### config.mk
export PLATFORM = sky130hd
export DESIGN_NAME = rkeyStep
export DESIGN_NICKNAME = d
export VERILOG_FILES = /design/src/rtl/rkeyPkg.sv /design/src/rtl/rkeyCtrl.sv /design/src/rtl/rkeyDatapath.sv /design/src/rtl/rkeyStep.sv
export SDC_FILE = /design/constraint.sdc
export NUM_CORES = 1
export LEC_CHECK = 0
export BUFFER_PORTS_ARGS = -buffer_cell sky130_fd_sc_hd__buf_4
export CAP_MARGIN = 15
export CORE_ASPECT_RATIO = 1.25
export CORE_UTILIZATION = 55
export DETAILED_ROUTE_END_ITERATION = 6
export GPL_TIMING_DRIVEN = 1
export PLACE_DENSITY_LB_ADDON = 0.05
export SETUP_SLACK_MARGIN = 0.3
export SLEW_MARGIN = 40
export SYNTH_ARGS = -nofsm -noshare
export SYNTH_HDL_FRONTEND = slang
export SYNTH_SLANG_ARGS = --single-unit
### constraint.sdc
create_clock -name clk -period 3 [get_ports clk]
set_clock_uncertainty 0.05 [all_clocks]
set_input_delay 0.9 -clock clk [delete_from_list [all_inputs] [get_ports clk]]
set_output_delay 0.9 -clock clk [all_outputs]
set_load 0.01 [all_outputs]
### src/rtl/rkeyPkg.sv
package rkeyPkg;
  localparam int BYTE_W = 8;

  // Strobes from control to datapath
  typedef struct packed {
    logic              loadEn;
    logic              stepEn;
    logic [BYTE_W-1:0] rcon;
  } keyCtrl_t;

  // Multiply by x in GF(2^8), reduction polynomial 0x11b
  function automatic logic [BYTE_W-1:0] xtime(input logic [BYTE_W-1:0] b);
    return {b[BYTE_W-2:0], 1'b0} ^ (b[BYTE_W-1] ? 8'h1b : 8'h00);
  endfunction
endpackage

### src/rtl/rkeyCtrl.sv
module rkeyCtrl
  import rkeyPkg::*;
#(
  parameter int NUM_ROUNDS = 10,
  parameter int IDX_W      = 4
) (
  input  logic             loadValid,
  input  logic             stepReq,
  input  logic [IDX_W-1:0] roundIdx,
  output keyCtrl_t         ctrl
);
  logic             idxOk;
  logic [BYTE_W-1:0] rcon;

  assign idxOk = (roundIdx != '0) && (int'(roundIdx) <= NUM_ROUNDS);

  // Round constant: x^(idx-1), built by repeated doubling
  always_comb begin
    rcon = 8'h01;
    for (int i = 1; i < NUM_ROUNDS; i++) begin
      if (i < int'(roundIdx)) rcon = xtime(rcon);
    end
  end

  always_comb begin
    ctrl.loadEn = loadValid;
    ctrl.stepEn = stepReq && idxOk && !loadValid;  // load wins
    ctrl.rcon   = rcon;
  end
endmodule

### src/rtl/rkeyDatapath.sv
module rkeyDatapath
  import rkeyPkg::*;
#(
  parameter int WORD_W    = 32,
  parameter int NUM_WORDS = 4,
  localparam int KEY_W    = WORD_W * NUM_WORDS
) (
  input  logic              clk,
  input  logic              rstN,
  input  keyCtrl_t          ctrl,
  input  logic [WORD_W-1:0] loadWord,
  input  logic [WORD_W-1:0] subWord,
  output logic [WORD_W-1:0] sboxWord,
  output logic [KEY_W-1:0]  roundKey
);
  logic [WORD_W-1:0] keyWord  [NUM_WORDS];
  logic [WORD_W-1:0] nextWord [NUM_WORDS];

  // Chained XOR network, each new word feeds the next
  always_comb begin
    logic [WORD_W-1:0] acc;
    acc = keyWord[0] ^ subWord ^ {ctrl.rcon, {(WORD_W-BYTE_W){1'b0}}};
    nextWord[0] = acc;
    for (int k = 1; k < NUM_WORDS; k++) begin
      acc = acc ^ keyWord[k];
      nextWord[k] = acc;
    end
  end

  for (genvar g = 0; g < NUM_WORDS; g++) begin : gWord
    logic [WORD_W-1:0] loadSrc;
    if (g == NUM_WORDS - 1) begin : gLast
      assign loadSrc = loadWord;
    end else begin : gMid
      assign loadSrc = keyWord[g+1];
    end

    always_ff @(posedge clk or negedge rstN) begin
      if (!rstN)            keyWord[g] <= '0;
      else if (ctrl.loadEn) keyWord[g] <= loadSrc;
      else if (ctrl.stepEn) keyWord[g] <= nextWord[g];
    end

    assign roundKey[(NUM_WORDS-g)*WORD_W-1 -: WORD_W] = keyWord[g];
  end

  // Rotate last word one byte left for the borrowed S-boxes
  assign sboxWord = {keyWord[NUM_WORDS-1][WORD_W-BYTE_W-1:0],
                     keyWord[NUM_WORDS-1][WORD_W-1 -: BYTE_W]};
endmodule

### src/rtl/rkeyStep.sv
module rkeyStep
  import rkeyPkg::*;
#(
  parameter int WORD_W     = 32,
  parameter int NUM_WORDS  = 4,
  parameter int NUM_ROUNDS = 10,
  parameter int IDX_W      = 4
) (
  input  logic                        clk,
  input  logic                        rstN,
  input  logic                        loadValid,
  input  logic [WORD_W-1:0]           loadWord,
  input  logic                        stepReq,
  input  logic [IDX_W-1:0]            roundIdx,
  input  logic [WORD_W-1:0]           subWord,
  output logic [WORD_W-1:0]           sboxWord,
  output logic [WORD_W*NUM_WORDS-1:0] roundKey
);
  keyCtrl_t ctrl;

  rkeyCtrl #(.NUM_ROUNDS(NUM_ROUNDS), .IDX_W(IDX_W)) u_ctrl (
    .loadValid(loadValid),
    .stepReq  (stepReq),
    .roundIdx (roundIdx),
    .ctrl     (ctrl)
  );

  rkeyDatapath #(.WORD_W(WORD_W), .NUM_WORDS(NUM_WORDS)) u_dp (
    .clk     (clk),
    .rstN    (rstN),
    .ctrl    (ctrl),
    .loadWord(loadWord),
    .subWord (subWord),
    .sboxWord(sboxWord),
    .roundKey(roundKey)
  );
endmodule

==> flow_metrics.tcl, run 1 <==
set metrics [dict create \
    status "finished, final reports clean" \
    cts_buffer_depth 2 \
    ctsHtreeMaxLevel 4 \
    grt_antenna_before_repair 0 \
    grt_pass1_wl_um 30370 \
    rows 49 \
    preCtsSetupSlack_ns -0.2226 \
    cts_tree "yes" \
    antennaDiodeCount 0 \
    ys_seq_area_frac 0.3973 \
    cts_buffers 17 \
    power.density_nw_per_um2 1045 \
    power.leakage_nw 4.925 \
    drc 0 \
    layout.filler_cells 1077 \
    syn_nets 944 \
    end_kind "register" \
    clock_sinks 128 \
    io_pins 232 \
    die_area_um2 15150 \
    grt_setup_unrepaired "yes" \
    slew_headroom 0.6166 \
    setup_viol_count_final 0 \
    cts_root_buf "clkbuf_16" \
    clkSlewWorstSetupHoldPaths_ns 0.05 \
    synthesis.area_um2 8061 \
    worstMarginPinSlew_ns 0.5751 \
    fp.dieH_um 137.4 \
    arrival_ns 3.07 \
    critical_path_class "in2reg" \
    via_per_inst 5.205 \
    setup_slack_ns 0.2101 \
    start_kind "primary input" \
    avgRoutedWirePerCell_um 15.23 \
    syn_area_per_cell_um2 9.255 \
    core_region_area_um2 14350 \
    grt-ovfl-total 0 \
    min_path_type "in2async" \
    syn_inst 871 \
    max_freq_mhz 358.4 \
    worst-path-max-fanout 4 \
    grt_max_degree 88 \
    peakVddDrop_uv 669.9 \
    start_util 0.5619 \
    port_buffers 231 \
    regArea_um2 3203 \
    yosys_warnings 0 \
    syn_to_final_growth_pct 33.26 \
    holdWs_ns 0.3779 \
    nets 1156 \
    hold_violations 0 \
    drive_gt1_frac 0.3376 \
    insertion_delay_ns 0.42 \
    min_period_over_period 0.9300 \
    postRouteAntennaNets 0 \
    multi_input_area_um2 4553 \
    hpwlAfterDp_um 13100 \
    ys_ff_latch 128 \
    die_x_um 110.3 \
    drt-pass1-iter-count 4 \
    slew_violations 0 \
    power.total_mw 11.22 \
    drv_cap 0 \
    min_period_ns 2.790 \
    drt_iter0_markers 226 \
    wirelength_um 19360 \
    required_ns 3.28 \
    gp_congestion 0.7972 \
    synthDistinctLibCells 50 \
    num_vias 6615 \
    grt_pass1_vias 6227 \
    track_usage 0.2606 \
]
==> cell families (layout without fill, tap and decap cells) <==
group,count (synthesis),count (layout),synth area share
and+or+nand+nor,270,270,0.1481
adders and majority gates,1,1,0.001552
AOI/OAI and AO/OA,140,140,0.09623
DFF,128,128,0.3973
xor gates and xnor gates,220,220,0.2564
buffers and inverters,86,308,0.06379
muxes,26,26,0.03663
==> through the flow <==
stage               utilization  instances  setup TNS (ns)  area [µm²]
floorplan                     -        871         -0.6654        8179
global placement         0.6975       1235          -1.862       10010
detailed placement       0.6975       1235          -2.584       10010
CTS                      0.7411       1269               0       10630
global route             0.7488       1271               0       10740
finish                   0.7488       1271               0       10740
==> cells in the final DEF (no fill, tap or decap), types with 4 or more instances in the layout <==
cell / instances
dfrtp_1: 128
xor2_1: 88
or3_1: 5
clkbuf_8: 5
or4_1: 7
buf_12: 7
and3_1: 6
clkinv_2: 4
nand3_1: 9
clkbuf_16: 17
o211ai_1: 8
inv_1: 4
nand2_1: 143
mux2_2: 22
o21ai_0: 79
buf_6: 10
o21ai_2: 5
buf_4: 256
xnor2_1: 119
nor2_1: 60
a21oi_1: 8
xnor3_1: 8
o21ai_1: 21
a21oi_2: 5
nand2_2: 8
==> what timing repair did <==
| action | in CTS | in global routing |
|---|---|---|
| resized for setup | 6 | 25 |
| hold buffers | 0 | 0 |
| pin swaps | 9 | 22 |
| setup buffers | 5 | 2 |
| setup endpoints to repair | 9 | 21 |
==> worst max-delay path: stages <==
cell and delay, ns:
buf_8 0.10, or3_4 0.40, ha_4 0.31, buf_6 0.11, nand2_4 0.04, mux2_4 0.28
xor3_2 0.26, xnor2_1 0.15, or3_1 0.32, a31oi_1 0.19
==> power by group <==
| part | leakage [nW] | internal (mW) | switching, mW |
|---|---|---|---|
| registers | 1.56 | 2.49 | 1.07 |
| clock network | 0.277 | 1.23 | 0.736 |
| logic | 3.08 | 3.22 | 2.48 |
| total | 4.92 | 6.93 | 4.29 |
==> registers in the layout, summed over array words and instances (netlist names) <==
register	flops
u_dp.gWord.loadSrc	96
u_dp.roundKey	32
==> routing by layer <==
| metal | global-route usage | up-vias | part of all wire |
|---|---|---|---|
| li1 | - | 3245 | - |
| met1 | 0.3193 | 3178 | 0.41 |
| met2 | 0.4486 | 169 | 0.52 |
| met3 | 0.06102 | 23 | 0.056 |
| met4 | 0.08406 | 0 | 0.015 |
| met5 | 0 | - | 0 |
==> path summary, 6_finish.rpt <==
check | startpoint | cells after the start | endpoint | slack, ns
worst min register to register | u_dp.gWord[2].loadSrc[2] | 2 | u_dp.gWord[1].loadSrc[2] | 0.51
max in group asynchronous | rstN | 2 | u_dp.gWord[0].loadSrc[13] | 1.79
min in group clk | u_dp.gWord[2].loadSrc[2] | 2 | u_dp.gWord[1].loadSrc[2] | 0.51
worst min-delay path | rstN | 1 | u_dp.gWord[2].loadSrc[21] | 0.38
worst max register to register | u_dp.roundKey[124] | 4 | u_dp.gWord[1].loadSrc[28] | 1.05
worst max-delay path | roundIdx[3] | 10 | u_dp.gWord[2].loadSrc[24] | 0.21
==> Yosys cell counts (all sizes together) <==
library cell / count / area, µm²
or4: 7 / 52.55
ha: 1 / 12.51
a21oi: 14 / 70.07
mux2i: 1 / 10.01
o21ai: 105 / 533.0
xnor2: 122 / 1069
nor2b: 3 / 18.77
o21ba: 1 / 10.01
nand4b: 1 / 8.760
a32oi: 1 / 8.760
clkbuf: 30 / 113.9
nor4: 2 / 12.51
nand3: 10 / 50.05
o311ai: 1 / 16.27
a22o: 1 / 8.760
nor3: 2 / 10.01
and3: 9 / 56.30
nor3b: 2 / 15.01
o21a: 3 / 22.52
a31oi: 3 / 18.77
nor2: 60 / 225.2
mux2: 25 / 285.3
o311a: 1 / 10.01
a211o: 2 / 17.52
o211ai: 8 / 60.06
xor2: 88 / 770.7
nand2: 152 / 590.6
dfrtp: 128 / 3203
and2: 2 / 12.51
nand3b: 3 / 22.52
nand2b: 2 / 12.51
nand4bb: 1 / 11.26
or3: 7 / 48.80
and3b: 1 / 8.760
or2: 3 / 18.78
inv: 5 / 18.77
buf: 51 / 381.6
nand4: 3 / 18.77
xnor3: 8 / 180.2
xor3: 2 / 47.55
==> area by class of cell <==
type | count | share of cell area
well taps | 178 | 0.02073
repair buffers | 274 | 0.2038
inverters | 5 | 0.001747
clock buffers | 23 | 0.04635
flip-flops and latches | 128 | 0.2982
clock inverters | 6 | 0.005358
multi-input cells | 657 | 0.4238
No activity file was read; power rests on OpenSTA's default activity.
==> inputs of run 2 (changes only) <==
Settings changed: CELL_PAD_IN_SITES_DETAIL_PLACEMENT set to 1, CELL_PAD_IN_SITES_GLOBAL_PLACEMENT set to 1, CORE_UTILIZATION 55 to 42, PLACE_DENSITY_LB_ADDON 0.05 to 0.2.
==> run 2 against run 1 <==
Net effect: largest cell class unchanged; setup slack improved by 0.080 ns; sequential power is 1% higher; wire length rose by 15%; largest power group unchanged; sequential share of layout area shrank 0.27 points.
==> flow_metrics.tcl, run 2 (same netlist as run 1, synthesis figures left out) <==
set metrics [dict create \
    status "finished, final reports clean" \
    avgRoutedWirePerCell_um 16.82 \
    grt_setup_unrepaired "yes" \
    cts_hold_buf 0 \
    min_period_ns 2.710 \
    top_layer "met5" \
    end_kind "register" \
    antennaDiodeCount 0 \
    critical_path_class "in2reg" \
    start_kind "primary input" \
    worstMarginPinSlew_ns 0.6195 \
    insertion_delay_ns 0.42 \
    final_common_cell "buf_4" \
    min_period_over_period 0.9033 \
    drt-pass1-iter-count 4 \
    die_x_um 125.9 \
    slew_violations 0 \
    grt_antenna_before_repair 1 \
    cts_buffers 17 \
    hpwlAfterDp_um 15430 \
    crit_chain "buf_6, or3_4, ha_4, buf_6, nand2b_4, a21oi_2, o21ai_2, buf_6, xnor2_4, or4_4, nand3_2" \
    ctsHtreeMaxLevel 4 \
    drc 0 \
    max_stage_delay_ns 0.49 \
    core_region_area_um2 18780 \
    final_cell_mix "buf_4 (258), nand2_1 (143), dfrtp_1 (128)" \
    rows 56 \
    drive_gt1_frac 0.3315 \
    peakVddDrop_uv 493.4 \
    power.leakage_nw 4.944 \
    fp.dieH_um 156.9 \
    largest_reg_flops 96 \
    num_vias 6832 \
    wl_met3_um 961 \
    worst-path-max-fanout 8 \
    arrival_ns 3.01 \
    start_util 0.4293 \
    gp_congestion 0.7411 \
    required_ns 3.30 \
    track_usage 0.2345 \
    syn_to_final_growth_pct 34.49 \
    holdWs_ns 0.3245 \
    io_pins 232 \
    min_path_type "in2async" \
    clock_sinks 128 \
    grt_max_degree 95 \
    slew_headroom 0.5870 \
    port_buffers 231 \
    via_per_inst 5.148 \
    wirelength_um 22320 \
    die_area_um2 19760 \
    clkSlewWorstSetupHoldPaths_ns 0.06 \
    power.total_mw 11.65 \
    grt_pass1_wl_um 36780 \
    wirelength_met1_um 9087 \
    drv_cap 0 \
    grt_pass1_vias 7210 \
    crit_slowest_cell "or4_4" \
    postRouteAntennaNets 0 \
    cts_root_buf "clkbuf_16" \
    max_freq_mhz 369.0 \
    power.density_nw_per_um2 1075 \
    hold_violations 0 \
    cp_common_cell "buf_6" \
    placed_cells 1289 \
    grt-ovfl-total 0 \
    cts_tree "yes" \
    cts_buffer_depth 2 \
    nets 1155 \
    drt_iter0_markers 305 \
    stdcell_count 1327 \
    fin_setup_tns_ns 0 \
    wl_met2_um 11840 \
    setup_viol_count_final 0 \
]
-- run 2: cell count changes in the layout (fill, tap and decap cells not counted), moves of 2 or more --
cell / previous run / this run
a21oi_1: 8 / 10
buf_12: 7 / 9
buf_4: 256 / 258
buf_6: 10 / 6
bufinv_16: 1 / 5
clkbuf_8: 5 / 1
clkinv_2: 4 / 2
clkinv_4: 0 / 3
o21ai_0: 79 / 83
o21ai_2: 5 / 2
-- run 2: report_power, final --
group | total [mW] | internal, mW | switching, mW | leakage [nW]
Clock | 2.32 | 1.50 | 0.820 | 0.314
Sequential | 3.61 | 2.49 | 1.12 | 1.56
Combinational | 5.72 | 3.17 | 2.56 | 3.07
Total | 11.6 | 7.15 | 4.50 | 4.94
-- run 2: final cells by class --
type / count / area (µm²)
clock buffers: 19 / 442.9
clock inverters: 13 / 210.2
fillers: 2152 / 7936
inverters: 5 / 18.77
multi-input cells: 657 / 4492
flip-flops and latches: 128 / 3203
well taps: 232 / 290.3
repair buffers: 273 / 2185
-- run 2: worst max-delay path: cells and delay by family --
kind | cells | cell delay, ns
AND/OR/NAND/NOR | 4 | 1.11
AO/OA/AOI/OAI | 2 | 0.22
buffers and inverters | 3 | 0.35
adder cells (fa/ha/maj) | 1 | 0.29
XOR/XNOR | 1 | 0.13
-- run 2: metal layers --
layer,vias up,GRT usage
li1,3242,-
met1,3409,0.2752
met2,150,0.4223
met3,29,0.05303
met4,2,0.07631
met5,-,0
-- run 2: stage by stage --
step / setup slack [ns] / instance area, µm² / utilization
CTS: 0.2614 / 10770 / 0.5734
floorplan: -0.1151 / 8179 / -
detailed placement: -0.2121 / 10100 / 0.5378
global route: 0.2114 / 10840 / 0.5774
global placement: -0.1782 / 10100 / 0.5378
finish: 0.2902 / 10840 / 0.5774
-- run 2: final timing paths --
kind	from	end	slack, ns	depth (start not counted)
setup / recovery	roundIdx[3]	u_dp.gWord[1].loadSrc[29]	0.29	11
hold / removal	rstN	u_dp.roundKey[102]	0.32	1
setup reg to reg	u_dp.roundKey[125]	u_dp.gWord[2].loadSrc[29]	0.84	5
hold reg to reg	u_dp.gWord[2].loadSrc[31]	u_dp.gWord[1].loadSrc[31]	0.50	2
max in group asynchronous	rstN	u_dp.gWord[0].loadSrc[13]	1.90	2
min in group clk	u_dp.gWord[2].loadSrc[31]	u_dp.gWord[1].loadSrc[31]	0.50	2
-- run 2: repair_timing --
| action | 4_1_cts | 5_1_grt |
|---|---|---|
| endpoints found under the setup margin | 6 | 17 |
| gates cloned | 0 | 0 |
| resized for setup | 0 | 10 |
| buffers inserted | 2 | 4 |
| pin swaps | 2 | 12 |
